<file path="config.mk">
export PLATFORM = sky130hd
export DESIGN_NAME = spim_core
export DESIGN_NICKNAME = d
export VERILOG_FILES = /design/src/rtl/spim_pkg.sv /design/src/rtl/spim_clkdiv.sv /design/src/rtl/spim_shift.sv /design/src/rtl/spim_csel.sv /design/src/rtl/spim_regs.sv /design/src/rtl/spim_core.sv
export SDC_FILE = /design/constraint.sdc
export NUM_CORES = 1
export LEC_CHECK = 0
export BUFFER_PORTS_ARGS = -buffer_cell sky130_fd_sc_hd__buf_2
export CORE_MARGIN = 2
export CORE_UTILIZATION = 47
export CTS_CLUSTER_DIAMETER = 30
export CTS_CLUSTER_SIZE = 25
export DETAILED_ROUTE_END_ITERATION = 7
export SLEW_MARGIN = 30
export SYNTH_ARGS = -nofsm -noshare
export SYNTH_HDL_FRONTEND = slang
export SYNTH_HIERARCHICAL = 1
export SYNTH_SLANG_ARGS = --single-unit
</file>
<file path="constraint.sdc">
create_clock -name clk -period 4.3 [get_ports clk]
set_input_delay 0.215 -clock clk [delete_from_list [all_inputs] [get_ports clk]]
set_output_delay 0.215 -clock clk [all_outputs]
set_load 0.01 [all_outputs]
</file>
<file path="src/rtl/spim_pkg.sv">
package spim_pkg;

  localparam int BUS_W      = 32;
  localparam int ADDR_W     = 3;
  localparam int LEN_LSB    = 8;
  localparam int LEN_W      = 8;
  localparam int CSMODE_BIT = 16;

  typedef enum logic [ADDR_W-1:0] {
    RA_CTRL = 3'd0,
    RA_STAT = 3'd1,
    RA_TXD  = 3'd2,
    RA_RXD  = 3'd3,
    RA_CSEL = 3'd4,
    RA_LOOP = 3'd5,
    RA_DIV  = 3'd6
  } reg_addr_e;

  // System clocks per SCLK half-period for a divider value.
  function automatic int unsigned half_clocks(input int unsigned div);
    return ((div == 0) ? 1 : div) + 1;
  endfunction

  // Bit count actually shifted for a requested length (0 means no transfer).
  function automatic int unsigned clamp_len(input int unsigned len, input int unsigned max_len);
    return (len > max_len) ? max_len : len;
  endfunction

endpackage

</file>
<file path="src/rtl/spim_clkdiv.sv">
module spim_clkdiv #(
  parameter int DIV_W = 16
) (
  input  logic             clk,
  input  logic             rst_n,
  input  logic             load,
  input  logic [DIV_W-1:0] div_in,
  input  logic             run,
  output logic             tick
);
  localparam int HALF_W = DIV_W + 1;

  logic [HALF_W-1:0] half_q;
  logic [HALF_W-1:0] cnt_q;

  always_ff @(posedge clk or negedge rst_n) begin
    if (!rst_n) begin
      half_q <= HALF_W'(2);
    end else if (load) begin
      half_q <= HALF_W'(spim_pkg::half_clocks(32'(div_in)));
    end
  end

  assign tick = run && (cnt_q == half_q - 1'b1);

  always_ff @(posedge clk or negedge rst_n) begin
    if (!rst_n) begin
      cnt_q <= '0;
    end else if (!run || tick) begin
      cnt_q <= '0;
    end else begin
      cnt_q <= cnt_q + 1'b1;
    end
  end

endmodule

</file>
<file path="src/rtl/spim_shift.sv">
module spim_shift #(
  parameter int DATA_W = 32,
  parameter int CNT_W  = $clog2(DATA_W + 1)
) (
  input  logic              clk,
  input  logic              rst_n,
  input  logic              start_evt,
  input  logic [CNT_W-1:0]  start_len,
  input  logic [DATA_W-1:0] tx_data,
  input  logic              tick,
  input  logic              miso_in,
  output logic              busy,
  output logic              sclk,
  output logic              mosi,
  output logic [DATA_W-1:0] rx_data,
  output logic              sample_evt,
  output logic              finish_evt
);
  logic              busy_q;
  logic              hi_q;
  logic [DATA_W-1:0] txsh_q;
  logic [DATA_W-1:0] rxsh_q;
  logic [CNT_W-1:0]  left_q;
  logic              fall_evt;

  assign sample_evt = busy_q && tick && !hi_q;
  assign fall_evt   = busy_q && tick && hi_q;
  assign finish_evt = fall_evt && (left_q == CNT_W'(1));

  always_ff @(posedge clk or negedge rst_n) begin
    if (!rst_n) begin
      busy_q <= 1'b0;
      hi_q   <= 1'b0;
      txsh_q <= '0;
      rxsh_q <= '0;
      left_q <= '0;
    end else if (start_evt) begin
      busy_q <= 1'b1;
      hi_q   <= 1'b0;
      txsh_q <= tx_data << (DATA_W - int'(start_len));
      rxsh_q <= '0;
      left_q <= start_len;
    end else if (sample_evt) begin
      hi_q   <= 1'b1;
      rxsh_q <= {rxsh_q[DATA_W-2:0], miso_in};
    end else if (fall_evt) begin
      hi_q <= 1'b0;
      if (left_q == CNT_W'(1)) begin
        busy_q <= 1'b0;
      end else begin
        txsh_q <= txsh_q << 1;
        left_q <= left_q - 1'b1;
      end
    end
  end

  assign busy    = busy_q;
  assign sclk    = hi_q;
  assign mosi    = busy_q & txsh_q[DATA_W-1];
  assign rx_data = rxsh_q;

endmodule

</file>
<file path="src/rtl/spim_csel.sv">
module spim_csel #(
  parameter int NCS = 4
) (
  input  logic [NCS-1:0] sel,
  input  logic           manual,
  input  logic           busy,
  output logic [NCS-1:0] cs_n
);
  for (genvar i = 0; i < NCS; i++) begin : g_line
    assign cs_n[i] = ~(sel[i] & (manual | busy));
  end
endmodule

</file>
<file path="src/rtl/spim_regs.sv">
module spim_regs #(
  parameter int DATA_W = 32,
  parameter int NCS    = 4,
  parameter int DIV_W  = 16,
  parameter int CNT_W  = $clog2(DATA_W + 1)
) (
  input  logic                        clk,
  input  logic                        rst_n,
  input  logic [spim_pkg::ADDR_W-1:0] addr,
  input  logic                        wr,
  input  logic [spim_pkg::BUS_W-1:0]  wdata,
  output logic [spim_pkg::BUS_W-1:0]  rdata,
  input  logic                        eng_busy,
  input  logic                        eng_finish,
  input  logic [DATA_W-1:0]           rx_data,
  output logic                        start_evt,
  output logic [CNT_W-1:0]            start_len,
  output logic [DATA_W-1:0]           tx_q,
  output logic [NCS-1:0]              cs_sel,
  output logic                        cs_man,
  output logic                        loop_en,
  output logic [DIV_W-1:0]            div_q,
  output logic                        done_q
);
  import spim_pkg::*;

  logic [LEN_W-1:0] len_q;
  logic [LEN_W-1:0] wlen;
  logic             ctrl_wr;

  assign wlen      = wdata[LEN_LSB +: LEN_W];
  assign ctrl_wr   = wr && (addr == RA_CTRL) && !eng_busy;
  assign start_evt = ctrl_wr && wdata[0] && (wlen != '0);
  assign start_len = CNT_W'(clamp_len(32'(wlen), DATA_W));

  always_ff @(posedge clk or negedge rst_n) begin
    if (!rst_n) begin
      len_q   <= '0;
      tx_q    <= '0;
      cs_sel  <= '0;
      cs_man  <= 1'b0;
      loop_en <= 1'b0;
      div_q   <= '0;
    end else if (wr) begin
      case (reg_addr_e'(addr))
        RA_CTRL: if (!eng_busy) len_q <= wlen;
        RA_TXD:  tx_q <= wdata[DATA_W-1:0];
        RA_CSEL: begin
          cs_sel <= wdata[NCS-1:0];
          cs_man <= wdata[CSMODE_BIT];
        end
        RA_LOOP: loop_en <= wdata[0];
        RA_DIV:  div_q <= wdata[DIV_W-1:0];
        default: ;
      endcase
    end
  end

  always_ff @(posedge clk or negedge rst_n) begin
    if (!rst_n) begin
      done_q <= 1'b0;
    end else if (start_evt) begin
      done_q <= 1'b0;
    end else if (eng_finish) begin
      done_q <= 1'b1;
    end
  end

  always_comb begin
    rdata = '0;
    case (reg_addr_e'(addr))
      RA_CTRL: rdata[LEN_LSB +: LEN_W] = len_q;
      RA_STAT: rdata[0] = done_q;
      RA_TXD:  rdata = BUS_W'(tx_q);
      RA_RXD:  rdata = BUS_W'(rx_data);
      RA_CSEL: begin
        rdata[NCS-1:0]    = cs_sel;
        rdata[CSMODE_BIT] = cs_man;
      end
      RA_LOOP: rdata[0] = loop_en;
      RA_DIV:  rdata = BUS_W'(div_q);
      default: rdata = '0;
    endcase
  end

endmodule

</file>
<file path="src/rtl/spim_core.sv">
module spim_core #(
  parameter int DATA_W = 32,
  parameter int NCS    = 4,
  parameter int DIV_W  = 16
) (
  input  logic                        clk,
  input  logic                        rst_n,
  input  logic [spim_pkg::ADDR_W-1:0] bus_addr,
  input  logic                        bus_wr,
  input  logic [spim_pkg::BUS_W-1:0]  bus_wdata,
  output logic [spim_pkg::BUS_W-1:0]  bus_rdata,
  output logic                        spi_sclk,
  output logic                        spi_mosi,
  input  logic                        spi_miso,
  output logic [NCS-1:0]              spi_cs_n
);
  localparam int CNT_W = $clog2(DATA_W + 1);

  // Named internal events, visible to the bound checker.
  logic              start_evt;
  logic              finish_evt;
  logic              sample_evt;
  logic              div_tick;
  logic              eng_busy;
  logic              done_q;
  logic              cs_man;
  logic [NCS-1:0]    cs_sel;
  logic              loop_en;
  logic              miso_int;
  logic [CNT_W-1:0]  start_len;
  logic [DATA_W-1:0] tx_q;
  logic [DATA_W-1:0] rx_data;
  logic [DIV_W-1:0]  div_q;

  spim_regs #(.DATA_W(DATA_W), .NCS(NCS), .DIV_W(DIV_W), .CNT_W(CNT_W)) u_regs (
    .clk        (clk),
    .rst_n      (rst_n),
    .addr       (bus_addr),
    .wr         (bus_wr),
    .wdata      (bus_wdata),
    .rdata      (bus_rdata),
    .eng_busy   (eng_busy),
    .eng_finish (finish_evt),
    .rx_data    (rx_data),
    .start_evt  (start_evt),
    .start_len  (start_len),
    .tx_q       (tx_q),
    .cs_sel     (cs_sel),
    .cs_man     (cs_man),
    .loop_en    (loop_en),
    .div_q      (div_q),
    .done_q     (done_q)
  );

  spim_clkdiv #(.DIV_W(DIV_W)) u_div (
    .clk    (clk),
    .rst_n  (rst_n),
    .load   (start_evt),
    .div_in (div_q),
    .run    (eng_busy),
    .tick   (div_tick)
  );

  assign miso_int = loop_en ? spi_mosi : spi_miso;

  spim_shift #(.DATA_W(DATA_W), .CNT_W(CNT_W)) u_shift (
    .clk        (clk),
    .rst_n      (rst_n),
    .start_evt  (start_evt),
    .start_len  (start_len),
    .tx_data    (tx_q),
    .tick       (div_tick),
    .miso_in    (miso_int),
    .busy       (eng_busy),
    .sclk       (spi_sclk),
    .mosi       (spi_mosi),
    .rx_data    (rx_data),
    .sample_evt (sample_evt),
    .finish_evt (finish_evt)
  );

  spim_csel #(.NCS(NCS)) u_csel (
    .sel    (cs_sel),
    .manual (cs_man),
    .busy   (eng_busy),
    .cs_n   (spi_cs_n)
  );

endmodule

</file>
# After elaboration in Yosys (flattened, before gate mapping)
# Cells that the tools add are included.
# Widths: inputs -> output; s select.
[classes]
n_addsub = 5
n_lt_le_gt_ge = 1
n_eq_ne = 10
shifts = 1
muxes = 29
bitwise_logic = 11
n_reduce_logical = 27
[ops]
columns = ["op", "count"]
rows = [
  ["$mux 32", 6],
  ["$add 17x1->17 const B", 2],
  ["$pmux 8 s4", 1],
  ["$shl 32x32->32", 1],
  ["$mux 6", 5],
  ["$pmux 15 s2", 1],
  ["$eq 17x17->1", 1],
  ["$mux 17", 1],
  ["$sub 17x1->17 const B", 1],
  ["$logic_not 16->1", 1],
  ["$mux 16", 1],
  ["$pmux 3 s4", 1],
  ["$pmux 4 s3", 1],
  ["$mux 1", 10],
  ["$eq 3x3->1 const B", 3],
  ["$logic_and 1x1->1", 9],
  ["$reduce_and 3->1", 3],
  ["$gt 8x6->1 const B", 1],
  ["$reduce_and 2->1", 4],
  ["$reduce_bool 2->1", 4],
  ["$reduce_bool 8->1", 1],
  ["$sub 6x6->7 const A", 1],
  ["$eq 3x2->1 const B", 2],
  ["$eq 6x1->1 const B", 1],
  ["12 further kinds", 22],
]
[totals]
ff_bits = 169
in_bits = 39
output_inout_bits = 38
wordCells = 98

# Logic depth before layout (Yosys ltp)
# Gate-level depths: netlist (run 1).
[depth]
ltp_word = 8
ltp_mapped = 15
ltp_nobuf = 14

# By module
# Netlist (run 1), hierarchy kept.
[modules_own_cells]
columns = ["module", "instances", "cells_each", "area_each_um2"]
rows = [
  ["spim_shift", 1, 571, 5014.8],
  ["spim_regs", 1, 266, 3265.6],
  ["spim_clkdiv", 1, 253, 2299.7],
  ["spim_csel", 1, 4, 20.0],
  ["spim_core", 1, 1, 15.0],
]

# Least setup slack after synthesis (run 1)
# Ideal clock, no wire load.
[synth_path]
path_kind = "flip-flop to flip-flop"
from = "register u_div.half_q[0]"
to = "register u_shift.txsh_q[25]"
t_arrival_ns = 3.592
t_required_ns = 4.218
slack_ns = 0.627
stages_incl_launch_ff = 16
path_buffers = 2
synth_period_minus_slack_ns = 3.673
cell_sequence = "dfrtp_1 -> inv_1 -> ha_1 -> or3b_2 -> nor4_1 -> nand2_1 -> mux2i_1 -> nor3_2 -> and3_1 -> nand3_1 -> a31oi_1 -> or2_2 -> clkbuf_1 -> clkbuf_1 -> nor2_1 -> a31oi_1"
[synth_between]
elab_chain_cells = 7
[synth_lines]
columns = ["element", "line", "source"]
rows = [
  ["from (decl)", "spim_clkdiv.sv:13", "logic [HALF_W-1:0] half_q;"],
  ["from (signal assigned)", "spim_clkdiv.sv:20", "half_q <= HALF_W'(spim_pkg::half_clocks(32'(div_in)));"],
  ["$sub 17x1->17 *", "spim_clkdiv.sv:24", "assign tick = run && (cnt_q == half_q - 1'b1);"],
  ["$eq 17x17->1 *", "spim_clkdiv.sv:24", ""],
  ["$logic_and 1x1->1 *", "spim_clkdiv.sv:24", ""],
  ["named net div_tick", "spim_core.sv:23", "logic div_tick;"],
  ["$logic_and 1x1->1 *", "spim_shift.sv:26, spim_shift.sv:27", ""],
  ["$logic_and 1x1->1 (on tied branches)", "spim_shift.sv:26, spim_shift.sv:27", ""],
  ["$ne 2x2->1 (no line) / $reduce_bool 2->1 (equally long branches)", "-", ""],
  ["$reduce_and 3->1 (no line) *", "-", ""],
  ["to (signal assigned)", "spim_shift.sv:40", "txsh_q <= tx_data << (DATA_W - int'(start_len));"],
  ["to (signal assigned)", "spim_shift.sv:51", "txsh_q <= txsh_q << 1;"],
  ["to (decl)", "spim_shift.sv:21", "logic [DATA_W-1:0] txsh_q;"],
]
# The timed path passes the listed nets; every way through them passes the cells marked *.
# A chain may end at the register's enable or synchronous reset.

# Worst setup path after layout (run 1)
[layout_path]
from = "register u_div.half_q[0]"
to = "register u_shift.txsh_q[16]"
# Same word-level chain as after synthesis.

==> results.ini, run 1 <==
[outcome]
status=completed

[grt]
antenna_found_initial=0
grt_pass1_wl_mm=45.7
grt_pass1_vias=8230
grt_max_degree=92
overflow=0
track_usage=0.240

[clocking]
cts.sinks=169
cts_setup_buffers=0
h-tree-depth=4
clock_path_buffers=2
cts_tree=yes
clkSlewWorstSetupHoldPaths_ps=80
insertion_delay_ps=440
cts_buffers=17
cts-root-buf=clkbuf_16

[route]
final_antenna_net_count=0
drc_errors=0
firstDrtPassIters=5
routed_wl_mm=28.0
first_iter_violations=779
post_drt_wl_per_cell_um=19.4
vias_per_cell=5.90
route.vias.total=8508

[cells_and_area]
layout.nets=1194
num_antenna_cells=0
area_growth_pct=12.1
layout-drive-gt1-share=0.238

[sta]
grt_setup_unrepaired=false
skew_ps=17.1
finalCritPeriodShare=0.847
setup_viol=0
setup_ws_ps=660
relSlewSlack=0.427
hold_viol=0
slew_violations=0
period_minus_slack_ps=3640
max_freq_ghz=0.275
final.setup.tns_ps=0
worst_slew_pin_slew_ps=859

[worst_setup_path]
startpoint=u_div/half_q[0]
r2r-start=u_div/half_q[0]
slowest_delay_ps=530
crit_buf_inv=2
critical_path.startpoint_type=register
r2r_cells=13
path_class=reg2reg
endpoint=u_shift/txsh_q[16]
arrival_ps=4000
crit_chain=inv_1, ha_1, or3b_2, nor4_1, nand2_1, mux2i_1, nor3_2, and3_1, nand3_1, a31oi_1, buf_4, or2_2, o32a_1
end_kind=register
crit_cells=13
r2r_slack_ps=660
cp.required_ps=4660
worst_path_max_delay_cell=or2_2
critical_path.max_fanout=31
rr_endpoint=u_shift/txsh_q[16]
crit_family=simple AND/OR/NAND/NOR gates

[yosys]
ys_top_cells_by_area=dfrtp_1 (40%), mux2_2 (9.0%), mux2i_1 (5.7%), nand2_1 (4.3%), nor2_1 (3.9%)
yosysMostFrequentCell=dfrtp_1
synth_nets=1139
synth_area_per_cell_um2=9.69
yosys.area.top_type=dfrtp_1
ys_top_cells_by_count=dfrtp_1 (168), nand2_1 (123), nor2_1 (110)
yosys_warnings=6
synth_edf_count=0
syn-cell-area_um2=10600
synth.distinct_cells=87
ys_dominant_reg_cell=dfrtp_1
synthCells=1095
synth-seq-cells=169
synth_seq_area_share=0.399
async_reset_ff_frac=1.00
yosysTopAreaCellShare=0.396

[hold_path]
hold_path.class=in2reg
min_from=bus_wdata[25]
holdPathStages=2

[pwr]
seq_power_share=0.431
comb_power_share=0.226
swShare=0.346
power.share.clock=0.343
vdd_drop_max_uv=221
power_switching_mw=1.66
p_leak_nw=5.14
powerDensity_nw_per_um2=404
p_int_mw=3.14

[place]
gp_congestion=0.886
port_buffers=76
dp_hpwl_mm=19.6
dp_slack_ps=697

[floorplan]
start_util=0.482
pin_count=77
num_rows=54
die_h_um=154
die-area_um2=23800
die_w_um=154
coreArea_um2=22000

[job]
cap_violations=0

-- cell usage in the layout (no fill, tap or decap), types with 4 or more instances in the layout --
cell | netlist | routed
mux2_4 | 6 | 6
inv_1 | 19 | 19
nor4_1 | 12 | 12
a211oi_1 | 27 | 27
o21a_1 | 18 | 18
xnor2_1 | 30 | 28
inv_12 | 0 | 5
a31oi_1 | 7 | 7
ha_1 | 5 | 5
o21ai_0 | 13 | 13
xor2_1 | 28 | 27
nor3_1 | 12 | 12
mux2_2 | 85 | 85
a21oi_1 | 65 | 65
nand2_1 | 123 | 123
o32a_1 | 5 | 5
o21ai_1 | 4 | 4
o32ai_1 | 7 | 7
a21boi_0 | 4 | 4
dfrtp_1 | 168 | 168
dlygate4sd3_1 | 0 | 9
nand3_1 | 31 | 31
buf_4 | 7 | 25
nand2b_1 | 10 | 10
and3_1 | 9 | 8
nor2_1 | 110 | 110
o22a_1 | 13 | 13
a22oi_1 | 9 | 9
mux2i_1 | 60 | 60
o22ai_1 | 26 | 26
or2_2 | 11 | 11
o211ai_1 | 5 | 5
and2_1 | 7 | 6
mux4_2 | 10 | 10
nand4_1 | 9 | 9
clkinv_8 | 0 | 7
clkbuf_16 | 0 | 17
buf_2 | 15 | 75
nor2b_1 | 8 | 8
-- metal layers --
layer  routed length [µm]  global-route usage  vias to the layer above
li1                     -                   -                     4051
met1                13200               0.352                     4177
met2                12700               0.369                      247
met3                 1650              0.0482                       33
met4                  457              0.0542                        0
met5                    0                   0                        -
-- sequential cells by signal, summed over array words and instances (netlist names), 4 cells and up --
signal	flops
u_regs/div_q	16
u_regs/len_q	8
u_shift/txsh_q	32
u_shift/rx_data	32
u_regs/cs_sel	4
u_regs/tx_q	32
u_shift/left_q	6
u_div/half_q	17
u_div/cnt_q	17
-- final cells by class --
type                            count  area, µm²
Timing Repair Buffer              111        692
Clock buffer                       17        425
Multi-Input combinational cell    832       5910
Tap cell                          280        350
Sequential cell                   169       4230
Inverter                           19       71.3
Fill cell                        2012      10100
Clock inverter                     15        224
-- cells by family (layout without fill, tap and decap cells) --
group / count (synthesis) / count (layout) / synth area share
XOR/XNOR: 59 / 59 / 0.0494
AO/OA/AOI/OAI: 233 / 233 / 0.152
buffers and inverters: 94 / 162 / 0.0475
flip-flops: 169 / 169 / 0.399
adder cells (fa/ha/maj): 5 / 5 / 0.00589
multiplexers: 161 / 161 / 0.176
AND/OR/NAND/NOR: 374 / 374 / 0.170
-- power groups by stage --
stage	Sequential [mW]	Combinational (mW)	Clock, mW
6_report	2.07	1.09	1.65
5_1_grt	2.11	1.19	1.74
4_1_cts	2.07	1.08	1.68
3_5_place_dp	2.10	1.06	0
3_3_place_gp	2.09	1.05	0
2_1_floorplan	1.99	0.799	0
-- timing repair --
item / 4_1_cts / 5_1_grt
hold buffers: 9 / 0
gates resized for setup: 0 / 0
endpoints found under the hold margin: 97 / 0
-- worst min path at each step --
| stage | to | slack [ps] |
|---|---|---|
| 6_report | u_regs/tx_q[25] | 10 |
| 5_1_grt | u_regs/tx_q[21] | 4 |
| 4_1_cts | u_regs/tx_q[25] | 0.4 |
| 3_3_place_gp | u_div/cnt_q[4] | 360 |
| 3_5_place_dp | u_div/cnt_q[3] | 350 |
| 2_1_floorplan | u_div/cnt_q[0] | -80 |
-- per-stage QoR --
stage	std cells	area [µm²]	utilization	hold slack, ps	total power [mW]
final	1443	11900	0.540	13.1	4.81
after global routing	1443	11900	0.540	4.29	5.04
after CTS	1442	11900	0.539	0.424	4.83
after detailed placement	1401	11100	0.506	351	3.16
after global placement	1401	11100	0.506	362	3.15
after floorplan	1095	10600	-	-80.6	2.79
(Power assumes the default switching activity.)
==> inputs of run 2 (changes only) <==
--- a/config.mk
+++ b/config.mk
@@ -11,6 +11,7 @@
 export CTS_CLUSTER_DIAMETER = 30
 export CTS_CLUSTER_SIZE = 25
 export DETAILED_ROUTE_END_ITERATION = 7
+export PLACE_DENSITY = 0.67
 export SLEW_MARGIN = 30
 export SYNTH_ARGS = -nofsm -noshare
 export SYNTH_HDL_FRONTEND = slang
==> constraint.sdc (replaced) <==
create_clock -name clk -period 3.3 [get_ports clk]
set_input_delay 0.165 -clock clk [delete_from_list [all_inputs] [get_ports clk]]
set_output_delay 0.165 -clock clk [all_outputs]
set_load 0.01 [all_outputs]
==> results.ini, run 2 (synthesized netlist as in run 1, its figures left out) <==
[outcome]
status=completed

[place]
dpl_cell_area_um2=11300
place_inst=1410
dp_hpwl_mm=19.4
gp_congestion=0.894
port_buffers=76
dp_slack_ps=-11.6

[worst_setup_path]
arrival_ps=3430
slowest_delay_ps=580
critical_path.startpoint_type=register
end_kind=register
crit_buf_inv=1
crit_chain=or4_4, o21a_1, o311ai_2, a21oi_2, nor3_4, and3_4, nand3_2, nand2b_4, buf_12, nor2_1, o32ai_1, o32a_1
cp.required_ps=3620
critical_path.max_fanout=33
path_class=reg2reg
worst_path_max_delay_cell=or4_4
crit_family=simple AND/OR/NAND/NOR gates

[pwr]
vdd_drop_max_uv=283
powerDensity_nw_per_um2=507
p_leak_nw=5.27
totalPowerFinal_mw=6.21

[floorplan]
pin_count=77
start_util=0.482
die-area_um2=23800
die_w_um=154
die_h_um=154
coreArea_um2=22000
num_rows=54

[clocking]
h-tree-depth=4
cts_buffers=17
cts.sinks=169
clkSlewWorstSetupHoldPaths_ps=80
cts_tree=yes
clock_path_buffers=2
insertion_delay_ps=440
cts-root-buf=clkbuf_16

[grt]
antenna_found_initial=0
overflow=0
grt_max_degree=94
grt_pass1_vias=8405
grt_pass1_wl_mm=45.4
track_usage=0.237

[route]
post_drt_wl_per_cell_um=19.0
routed_wl_mm=27.9
route.vias.total=8713
vias_per_cell=5.94
first_iter_violations=688
firstDrtPassIters=5
final_antenna_net_count=0
drc_errors=0

[cells_and_area]
layout-drive-gt1-share=0.258
final_cells=1467
fillers=1970
area_growth_pct=15.5
layout.nets=1218
final_core_util=0.557
num_antenna_cells=0
final_cell_mix=dfrtp_1 (165), nand2_1 (122), nor2_1 (110)
mostFrequentLayoutCell=dfrtp_1
stdcell_area_um2=12300

[sta]
max_freq_ghz=0.321
slew_violations=0
finalCritPeriodShare=0.944
timing.hold.ws_ps=21.2
setup_viol=0
worst_slew_pin_slew_ps=874
hold_viol=0
period_minus_slack_ps=3110
setup_ws_ps=186
skew_ps=14.6
final.setup.tns_ps=0
relSlewSlack=0.417

[hold_path]
hold_path.class=in2reg

[job]
cap_violations=0

==> run 2: report_power, final <==
group | leakage, nW | internal, mW | switching [mW] | total, mW
Sequential | 2.01 | 2.34 | 0.358 | 2.70
Clock | 0.296 | 1.04 | 1.01 | 2.05
Combinational | 2.97 | 0.720 | 0.748 | 1.47
Total | 5.27 | 4.10 | 2.11 | 6.21
==> run 2: final timing paths <==
check / from / end / slack [ps] / cells after the start
worst max register to register: u_div/half_q[0] / u_shift/txsh_q[28] / 190 / 12
min in group asynchronous: rst_n / u_div/cnt_q[0] / 380 / 2
worst min register to register: u_shift/txsh_q[5] / u_shift/txsh_q[5] / 500 / 1
max in group asynchronous: rst_n / u_regs/tx_q[26] / 2040 / 3
worst max-delay path: u_div/half_q[0] / u_shift/txsh_q[28] / 190 / 12
worst min-delay path: bus_wdata[1] / u_regs/div_q[1] / 20 / 2
==> run 2: cell type report <==
type | count | area [µm²] | area share
Multi-Input combinational cell | 832 | 6030 | 0.492
Sequential cell | 169 | 4230 | 0.345
Timing Repair Buffer | 135 | 960 | 0.0783
Clock buffer | 17 | 425 | 0.0347
Tap cell | 280 | 350 | 0.0286
Clock inverter | 15 | 193 | 0.0157
Inverter | 19 | 71.3 | 0.00582
==> run 2: timing repair <==
| item | 4_1_cts | 5_1_grt |
|---|---|---|
| hold buffers | 22 | 0 |
| resized for setup | 3 | 18 |
| pin swaps | 0 | 6 |
| endpoints found under the hold margin | 119 | 0 |
| buffers inserted | 0 | 3 |
| setup endpoints to repair | 30 | 70 |
==> run 2: per-layer routing <==
layer / routed length [µm] / up-vias / share of wire / GRT usage
li1: - / 4107 / - / -
met1: 12900 / 4331 / 0.46 / 0.340
met2: 13000 / 243 / 0.47 / 0.374
met3: 1560 / 32 / 0.056 / 0.0429
met4: 502 / 0 / 0.018 / 0.0613
met5: 0 / - / 0 / 0
==> run 2: worst reg2reg max path: cells and delay by family (launching register included) <==
kind            cells  cell delay [ps]
compound gates      5              990
flops               1              440
buf+inv             1              170
simple gates        6             1410
==> inputs of run 3 (changes only) <==
--- a/config.mk
+++ b/config.mk
@@ -5,12 +5,15 @@
 export SDC_FILE = /design/constraint.sdc
 export NUM_CORES = 1
 export LEC_CHECK = 0
+export ABC_CLOCK_PERIOD_IN_PS = 3300
 export BUFFER_PORTS_ARGS = -buffer_cell sky130_fd_sc_hd__buf_2
 export CORE_MARGIN = 2
 export CORE_UTILIZATION = 47
 export CTS_CLUSTER_DIAMETER = 30
 export CTS_CLUSTER_SIZE = 25
 export DETAILED_ROUTE_END_ITERATION = 7
+export GPL_ROUTABILITY_DRIVEN = 0
+export GPL_TIMING_DRIVEN = 0
 export PLACE_DENSITY = 0.67
 export SLEW_MARGIN = 30
 export SYNTH_ARGS = -nofsm -noshare
==> results.ini, run 3 (synthesized netlist as in run 1, its figures left out) <==
[route]
routed_wl_mm=30.0
post_drt_wl_per_cell_um=19.7
final_antenna_net_count=0
firstDrtPassIters=5
vias_per_cell=5.93
route.vias.total=9025
drc_errors=0
first_iter_violations=783

[floorplan]
pin_count=77
die_w_um=154
die_h_um=154
num_rows=54
die-area_um2=23800
start_util=0.482
coreArea_um2=22000

[pwr]
swShare=0.343
power.share.clock=0.325
p_int_mw=4.10
seq_power_share=0.433
power_switching_mw=2.14
comb_power_share=0.242
p_leak_nw=5.47
vdd_drop_max_uv=312
powerDensity_nw_per_um2=494

[grt]
grt_pass1_wl_mm=49.1
grt_max_degree=61
overflow=0
antenna_found_initial=0
track_usage=0.258
grt_pass1_vias=8933

[cells_and_area]
layout-drive-gt1-share=0.272
final_cell_mix=dfrtp_1 (167), nand2_1 (123), nor2_1 (108)
register_area_um2=4230
mostFrequentLayoutCell=dfrtp_1
multiInputGateArea_um2=6070
num_antenna_cells=0
final_core_util=0.573
layout.nets=1272
fillers=1974
stdcell_area_um2=12600
area_growth_pct=18.9

[place]
dp_hpwl_mm=21.6
dpl_cell_area_um2=11400
port_buffers=75

[worst_setup_path]
r2r-start=u_div/half_q[1]
end_kind=register
slowest_delay_ps=570
crit_top_cell=buf_4
critical_path.startpoint_type=register
arrival_ps=3690
worst_path_max_delay_cell=or4_4
crit_buf_inv=2
path_class=reg2reg
cp.required_ps=3630
critical_path.max_fanout=6
crit_family=simple AND/OR/NAND/NOR gates
startpoint=u_div/half_q[1]
crit_chain=buf_4, or4_4, nor3_4, buf_4, a41oi_2, nor4_4, and3_4, nand3_4, nand2b_4, nor2_1, o32ai_1, o32a_1

[hold_path]
min_from=bus_wdata[16]
hold_path.class=in2reg

[clocking]
clock_path_buffers=2
cts_buffers=17
cts-root-buf=clkbuf_16
h-tree-depth=4
clkSlewWorstSetupHoldPaths_ps=80
cts_tree=yes
cts.sinks=169
insertion_delay_ps=440

[outcome]
status=complete, but fails checks
violations=setup timing

[sta]
worst_slew_pin_slew_ps=687
setup_ws_ps=-62.7
skew_ps=17.0
finalCritPeriodShare=1.02
relSlewSlack=0.539
max_freq_ghz=0.297
period_minus_slack_ps=3360
hold_viol=0
grt_setup_unrepaired=true
slew_violations=0
setup_viol=3

[job]
cap_violations=0

-- run 3: power by group through the flow --
| stage | Combinational [mW] | Sequential, mW | Clock [mW] |
|---|---|---|---|
| floorplan | 1.05 | 2.60 | 0 |
| global placement | 1.39 | 2.72 | 0 |
| detailed placement | 1.42 | 2.73 | 0 |
| CTS | 1.46 | 2.70 | 2.06 |
| global route | 1.64 | 2.75 | 2.14 |
| finish | 1.51 | 2.70 | 2.02 |
-- run 3: final cells by class --
| cell class | count | area share |
|---|---|---|
| clock buffer | 17 | 0.0337 |
| buffer | 72 | 0.0386 |
| clock inverter | 15 | 0.0141 |
| sequential | 169 | 0.335 |
| timing repair buffer | 117 | 0.0638 |
| inverter | 19 | 0.00565 |
| tap | 280 | 0.0278 |
| multi-input combinational | 832 | 0.481 |
-- run 3: path summary, 6_finish.rpt --
kind	cells after the start	endpoint	slack, ps
max in group asynchronous	3	u_shift/rx_data[24]	2400
max	12	u_shift/txsh_q[28]	-60
max reg2reg	12	u_shift/txsh_q[28]	-60
min in group asynchronous	2	u_div/cnt_q[2]	240
min reg2reg	1	u_shift/txsh_q[1]	490
min	2	u_regs/tx_q[16]	30
-- run 3: worst reg2reg max path, delay by kind of cell (launching register included) --
| kind | cells | cell delay [ps] |
|---|---|---|
| AO/OA/AOI/OAI | 3 | 570 |
| buffers and inverters | 2 | 290 |
| flip-flops | 1 | 380 |
| AND/OR/NAND/NOR | 7 | 2010 |
-- run 3: metrics by stage --
stage	std cells	setup WS (ps)	TNS (ps)	hold slack (ps)	power, mW
after floorplan	1095	0.138	0	-131	3.64
after global placement	1450	-883	-163160	395	4.11
after detailed placement	1452	-868	-52700	121	4.15
after CTS	1514	2.05	0	11.4	6.22
after global routing	1521	-102	-1440	20.5	6.52
final	1521	-62.7	-73.8	34.2	6.24
-- run 3: repair_timing --
action                     in CTS  in global routing
buffers inserted               10                  7
hold buffers                   23                  0
hold endpoints to repair       84                  0
setup endpoints to repair      72                 71
resized for setup              33                 34
pin swaps                       6                  8
-- run 3: layer usage --
layer | vias to the layer above | global-route usage | routed length [µm] | part of all wire
met5 | - | 0 | 0 | 0
li1 | 4216 | - | - | -
met1 | 4448 | 0.358 | 13500 | 0.45
met3 | 54 | 0.0451 | 1690 | 0.056
met2 | 307 | 0.419 | 14100 | 0.47
met4 | 0 | 0.0754 | 713 | 0.024
